`src/rtl/fas_pkg.sv`:
```
package fas_pkg;
    typedef enum logic [1:0] {
        ST_HUNT    = 2'd0,
        ST_CONFIRM = 2'd1,
        ST_LOCK    = 2'd2
    } fas_state_e;
endpackage

```
`src/rtl/fas_window.sv`:
```
// Sliding window over the last PAT_W bits, compared with the alignment word.
module fas_window #(
    parameter int              PAT_W   = 10,
    parameter logic [PAT_W-1:0] PATTERN = 10'b1111010000
) (
    input  logic clk,
    input  logic rst_n,
    input  logic shift_en,
    input  logic din,
    output logic match
);
    logic [PAT_W-1:0] win_d, win_q;

    always_comb begin
        win_d = {win_q[PAT_W-2:0], din};
        // match is qualified by the bit arriving in this cycle
        match = shift_en && (win_d == PATTERN);
    end

    always_ff @(posedge clk) begin
        if (!rst_n)
            win_q <= '0;
        else if (shift_en)
            win_q <= win_d;
    end
endmodule

```
`src/rtl/fas_mod_counter.sv`:
```
// Modulo counter holding the frame position of the next enabled bit.
module fas_mod_counter #(
    parameter int MOD = 1536,
    parameter int CW  = $clog2(MOD)
) (
    input  logic          clk,
    input  logic          rst_n,
    input  logic          adv,
    input  logic          load,
    input  logic [CW-1:0] load_val,
    output logic [CW-1:0] count
);
    localparam logic [CW-1:0] TOP = CW'(MOD - 1);

    logic [CW-1:0] cnt_d, cnt_q;

    always_comb begin
        cnt_d = cnt_q;
        if (load)
            cnt_d = load_val;
        else if (adv)
            cnt_d = (cnt_q == TOP) ? '0 : cnt_q + 1'b1;
    end

    always_ff @(posedge clk) begin
        if (!rst_n)
            cnt_q <= '0;
        else
            cnt_q <= cnt_d;
    end

    assign count = cnt_q;
endmodule

```
`src/rtl/fas_ctrl.sv`:
```
// Hunt / confirm / lock sequencing, loss counting and alignment-change flag.
module fas_ctrl
    import fas_pkg::*;
#(
    parameter int FRAME_LEN = 1536,
    parameter int PAT_W     = 10,
    parameter int LOCK_CNT  = 3,
    parameter int LOSS_CNT  = 4,
    parameter int CW        = $clog2(FRAME_LEN)
) (
    input  logic          clk,
    input  logic          rst_n,
    input  logic          bit_en,
    input  logic          match,
    input  logic [CW-1:0] pos,
    input  logic [CW-1:0] cand,
    input  logic          cofa_clr,
    output logic          pos_load,
    output logic          cand_load,
    output logic          oof,
    output logic          cofa
);
    localparam int HW = $clog2(LOCK_CNT + 1);
    localparam int MW = $clog2(LOSS_CNT + 1);
    localparam logic [CW-1:0] LAST_OVH = CW'(PAT_W - 1);
    localparam logic [HW:0]   LOCK_LIM = (HW + 1)'(LOCK_CNT);
    localparam logic [MW:0]   LOSS_LIM = (MW + 1)'(LOSS_CNT);

    typedef struct packed {
        fas_state_e    state;
        logic [HW-1:0] hits;
        logic [MW-1:0] misses;
        logic          oof;
        logic          cofa;
        logic          seen_lock;
    } ctrl_t;

    ctrl_t         r_d, r_q;
    logic          lock_now;
    logic [HW:0]   hits_inc;
    logic [MW:0]   miss_inc;

    always_comb begin
        r_d       = r_q;
        pos_load  = 1'b0;
        cand_load = 1'b0;
        lock_now  = 1'b0;
        hits_inc  = {1'b0, r_q.hits} + 1'b1;
        miss_inc  = {1'b0, r_q.misses} + 1'b1;

        if (cofa_clr)
            r_d.cofa = 1'b0;

        if (bit_en) begin
            unique case (r_q.state)
                ST_HUNT: begin
                    if (match) begin
                        if (LOCK_CNT <= 1) begin
                            lock_now = 1'b1;
                        end else begin
                            r_d.state = ST_CONFIRM;
                            r_d.hits  = HW'(1);
                            cand_load = 1'b1;
                        end
                    end
                end
                ST_CONFIRM: begin
                    if (cand == LAST_OVH) begin
                        if (match) begin
                            if (hits_inc >= LOCK_LIM)
                                lock_now = 1'b1;
                            else
                                r_d.hits = hits_inc[HW-1:0];
                        end else begin
                            r_d.state = ST_HUNT;
                            r_d.hits  = '0;
                        end
                    end
                end
                ST_LOCK: begin
                    if (pos == LAST_OVH) begin
                        if (match) begin
                            r_d.misses = '0;
                        end else if (miss_inc >= LOSS_LIM) begin
                            r_d.state  = ST_HUNT;
                            r_d.oof    = 1'b1;
                            r_d.misses = '0;
                        end else begin
                            r_d.misses = miss_inc[MW-1:0];
                        end
                    end
                end
                default: r_d.state = ST_HUNT;
            endcase
        end

        if (lock_now) begin
            r_d.state     = ST_LOCK;
            r_d.oof       = 1'b0;
            r_d.hits      = '0;
            r_d.misses    = '0;
            pos_load      = 1'b1;
            r_d.seen_lock = 1'b1;
            if (r_q.seen_lock && (pos != LAST_OVH))
                r_d.cofa = 1'b1;
        end
    end

    always_ff @(posedge clk) begin
        if (!rst_n) begin
            r_q.state     <= ST_HUNT;
            r_q.hits      <= '0;
            r_q.misses    <= '0;
            r_q.oof       <= 1'b1;
            r_q.cofa      <= 1'b0;
            r_q.seen_lock <= 1'b0;
        end else begin
            r_q <= r_d;
        end
    end

    assign oof  = r_q.oof;
    assign cofa = r_q.cofa;
endmodule

```
`src/rtl/fas_sync.sv`:
```
module fas_sync #(
    parameter int               FRAME_LEN = 1536,
    parameter int               PAT_W     = 10,
    parameter logic [PAT_W-1:0] PATTERN   = 10'b1111010000,
    parameter int               LOCK_CNT  = 3,
    parameter int               LOSS_CNT  = 4
) (
    input  logic clk,
    input  logic rst_n,
    input  logic bit_en,
    input  logic rx_bit,
    input  logic cofa_clr,
    output logic oof,
    output logic sof,
    output logic den,
    output logic cofa
);
    localparam int            CW        = $clog2(FRAME_LEN);
    localparam logic [CW-1:0] AFTER_OVH = CW'(PAT_W);

    logic          match;
    logic          pos_load, cand_load;
    logic [CW-1:0] pos, cand;

    fas_window #(.PAT_W(PAT_W), .PATTERN(PATTERN)) u_window (
        .clk(clk), .rst_n(rst_n), .shift_en(bit_en), .din(rx_bit), .match(match)
    );

    // position of the next bit under the live alignment
    fas_mod_counter #(.MOD(FRAME_LEN), .CW(CW)) u_pos (
        .clk(clk), .rst_n(rst_n), .adv(bit_en), .load(pos_load),
        .load_val(AFTER_OVH), .count(pos)
    );

    // position of the next bit under the candidate being confirmed
    fas_mod_counter #(.MOD(FRAME_LEN), .CW(CW)) u_cand (
        .clk(clk), .rst_n(rst_n), .adv(bit_en), .load(cand_load),
        .load_val(AFTER_OVH), .count(cand)
    );

    fas_ctrl #(
        .FRAME_LEN(FRAME_LEN), .PAT_W(PAT_W), .LOCK_CNT(LOCK_CNT),
        .LOSS_CNT(LOSS_CNT), .CW(CW)
    ) u_ctrl (
        .clk(clk), .rst_n(rst_n), .bit_en(bit_en), .match(match),
        .pos(pos), .cand(cand), .cofa_clr(cofa_clr),
        .pos_load(pos_load), .cand_load(cand_load), .oof(oof), .cofa(cofa)
    );

    always_comb begin
        sof = bit_en && (pos == '0);
        den = bit_en && (pos >= AFTER_OVH);
    end
endmodule

```
`config.mk`:
```
export PLATFORM = sky130hd
export DESIGN_NAME = fas_sync
export DESIGN_NICKNAME = d
export VERILOG_FILES = /design/src/rtl/fas_pkg.sv /design/src/rtl/fas_window.sv /design/src/rtl/fas_mod_counter.sv /design/src/rtl/fas_ctrl.sv /design/src/rtl/fas_sync.sv
export SDC_FILE = /design/constraint.sdc
export NUM_CORES = 1
export LEC_CHECK = 0
export ABC_AREA = 0
export BUFFER_PORTS_ARGS = -buffer_cell sky130_fd_sc_hd__buf_2
export CORE_MARGIN = 1.5
export CORE_UTILIZATION = 46
export CTS_CLUSTER_DIAMETER = 200
export CTS_CLUSTER_SIZE = 12
export DETAILED_ROUTE_END_ITERATION = 8
export MAX_ROUTING_LAYER = met4
export PLACE_DENSITY = 0.64
export SLEW_MARGIN = 10
export SYNTH_ARGS = -nofsm -noshare
export SYNTH_HDL_FRONTEND = slang
export SYNTH_SLANG_ARGS = --single-unit
```
`constraint.sdc`:
```
create_clock -name clk -period 1.93 [get_ports clk]
set_input_delay 0.193 -clock clk [delete_from_list [all_inputs] [get_ports clk]]
set_output_delay 0.193 -clock clk [all_outputs]
set_load 0.01 [all_outputs]
```
==> impl_metrics.ini <==
[worst_setup_path]
r2r_cells = 6
setup.worst_path.start = u_window.win_q[0]
crit_arrival_ps = 2180
critPathKind = reg -> reg
cp_data_required_time_ps = 2170
crit_path_max_fanout = 2
reg2reg_setup_slack_ps = -5
r2r_end = u_ctrl.r_q[7]
cpPeakStageDelay_ps = 530
path_cells = or4b_4, buf_4, nor3_1, and3b_1, or4b_4, a21oi_2
end_kind = flip-flop
startpoint_type = flip-flop
crit_top_cell = or4b_4
slowest_stage = or4b_4
r2r_start = u_window.win_q[0]
crit_end = u_ctrl.r_q[7]

[route]
drtPass1Iterations = 5
wl_per_cell_um = 13.2
via_per_inst = 5.36
antenna_left = 0
first_iter_violations = 102
routed_wl_mm = 4.33
drc_errors = 0
num_vias = 1753

[floorplanning]
dieWidth_um = 70.6
io_pins = 9
initial_utilization_pct = 47.9
die_h_um = 70.6
core_um2 = 4380
die_area_um2 = 4980
std_cell_rows = 24

[placement]
dpl_cell_area_um2 = 2400
pre_cts_slack_ps = -52.5
io_buffers = 8
place.gp.congestion = 0.819
place_hpwl_mm = 3.14

[cts]
h-tree-depth = 2
cts_tree = built
clkSinkCount = 41
cts_made_buffers = 5
clock_path_buffers = 2
root_buffer = clkbuf_8
hold_buffers = 0
clk_pin_slew_ps = 80
cts_setup_buffers = 0
clock_latency_ps = 300

[synth]
synth_top_family_by_area = simple AND/OR/NAND/NOR gates
synthMuxAreaShare_pct = 5.24
yosysWarningCount = 0
syn-num-nets = 250
synth.distinct_cells = 49
synth_area_um2 = 2100
avgSynthCellArea_um2 = 8.90
synth_common_cells = dfxtp_1, nor2_1, nand2_1
synth_cells = 236
synth_most_common_cell = dfxtp_1
synthXorXnorAreaFrac_pct = 6.26
synth_top_area_cell = dfxtp_1
synth-seq-area-share_pct = 39.1
ys_ff_latch = 41
synth_top_cell_area_share_pct = 39.1
synth_top_flop_cell = dfxtp_1
synth_enable_flop_cells = 0
synth-async-reset-ratio_pct = 0
ys_top_cells_by_area = dfxtp_1, nor2_1, ha_1
synth-adder-area-share_pct = 5.36
synthSimpleGateAreaFrac_pct = 30.6
synth_compound_area_share_pct = 11.0

[timing]
fin_ws_ps = -5.30
clock_skew_ps = 6.36
hold_slack_ps = 153
slew_headroom_pct = 75.2
worstMarginPinSlew_ps = 369
post-route-period-util_pct = 100
min_period_ps = 1940
rsz0062_at_grt = true
drv_slew = 0
hold_violations = 0
clock.fmax_mhz = 517
setup_viol_count_final = 1

[power]
power_density_nw_per_um2 = 654
irDropWorstVdd_uv = 403
totalPowerFinal_mw = 1.68
p_leak_nw = 0.988

[grt]
antenna_found_initial = 0
grt_pass1_vias = 1712
grt_max_degree = 27
overflow = 0
grt_pass1_wl_mm = 7.57
grtUsageTotal_pct = 19.7

[job]
drv_cap = 0

[min_path]
hp-class = in -> reg
hold_path_startpoint = cofa_clr

[finish]
n_antenna_cell = 0
fin_nets = 288
fin_area_um2 = 2570
area_delta_synth_final_pct = 22.2
drive_gt1_share_pct = 23.6

[run_status]
violations = negative setup slack
status = finished with violations
[worst max-delay path, delay by kind of cell, from the launching register on]
family | cells | cell delay [ps]
AOI/OAI and AO/OA | 1 | 110
and+or+nand+nor | 4 | 1290
DFF | 1 | 330
buffers and inverters | 1 | 150
[worst min-delay path by stage]
stage	depth (start not counted)	end	slack (ps)
2_1_floorplan	2	u_window.win_q[0]	360
3_3_place_gp	2	u_ctrl.r_q[5]	440
3_5_place_dp	1	u_ctrl.r_q[0]	450
4_1_cts	3	u_ctrl.cofa	140
5_1_grt	3	u_window.win_q[0]	180
6_report	3	u_ctrl.cofa	150
[kinds of logic (layout without fill, tap and decap cells)]
group | Yosys count | after routing
AND/OR/NAND/NOR | 113 | 113
multiplexers | 11 | 11
AO/OA/AOI/OAI | 34 | 34
buffers and inverters | 13 | 52
flip-flops | 41 | 41
XOR/XNOR | 15 | 15
adder cells (fa/ha/maj) | 9 | 9
[state kept, by name (all words and copies together), names as in the netlist]
signal / flops
u_ctrl.oof: 1
u_pos.count: 11
u_cand.count: 11
u_window.win_q: 9
u_ctrl.cofa: 1
u_ctrl.r_q: 8
[through the flow]
step / cells / TNS, ps / util (%)
finish: 327 / -5.30 / 58.5
global route: 327 / -687 / 58.5
CTS: 327 / 0 / 57.6
detailed placement: 319 / -443 / 54.7
global placement: 319 / 0 / 54.7
floorplan: 236 / 0 / -
[layout make-up]
class                           count  area, um2
Fill cell                         394       1820
Multi-Input combinational cell    182       1270
Sequential cell                    41        823
Timing Repair Buffer               37        265
Clock buffer                        7       86.3
Tap cell                           52       65.1
Clock inverter                      1       30.0
Inverter                            7       26.3
[routing by layer]
| layer | wire length, um | vias to the layer above | global-route usage [%] |
|---|---|---|---|
| met5 | 0 | - | - |
| met3 | 123 | 7 | 4.27 |
| met2 | 1910 | 24 | 30.6 |
| li1 | - | 912 | - |
| met4 | 83 | 0 | 7.76 |
| met1 | 2210 | 810 | 25.2 |
[placed cells by master (no fill, tap or decap), types with 2 or more instances in the layout]
cell type and instances:
nand2b_1 4, nand3_1 6, a21oi_1 9, ha_1 9, nor2_1 32, inv_1 7, nor4_1 2, dfxtp_2 2
o31ai_1 2, nor3_2 3, xor2_1 8, a21boi_0 2, nand2_1 18, nand4_1 6, nor2b_1 12, o21ai_0 5
nor3_1 5, mux2i_1 11, xnor2_1 7, buf_6 2, buf_2 8, or4b_4 3, clkbuf_8 6, dfxtp_1 39
nand3b_1 2, or4_4 2, and3_1 3, o21a_1 2, nor4_2 2, buf_4 27, a21boi_1 2, nand4b_1 4
a21oi_2 2
[where the power goes]
| part | leakage (nW) | switching [mW] | total, mW | internal, mW |
|---|---|---|---|---|
| clock | 0.0585 | 0.297 | 0.718 | 0.422 |
| sequential | 0.332 | 0.00994 | 0.865 | 0.855 |
| combinational | 0.598 | 0.0546 | 0.0953 | 0.0406 |
| total | 0.988 | 0.361 | 1.68 | 1.32 |
[what timing repair did]
action / in CTS / in global routing
hold endpoints to repair: 0 / 0
endpoints found under the setup margin: 14 / 32
pin swaps: 2 / 5
gates resized for setup: 5 / 9
No activity file was read; power rests on OpenSTA's default activity.
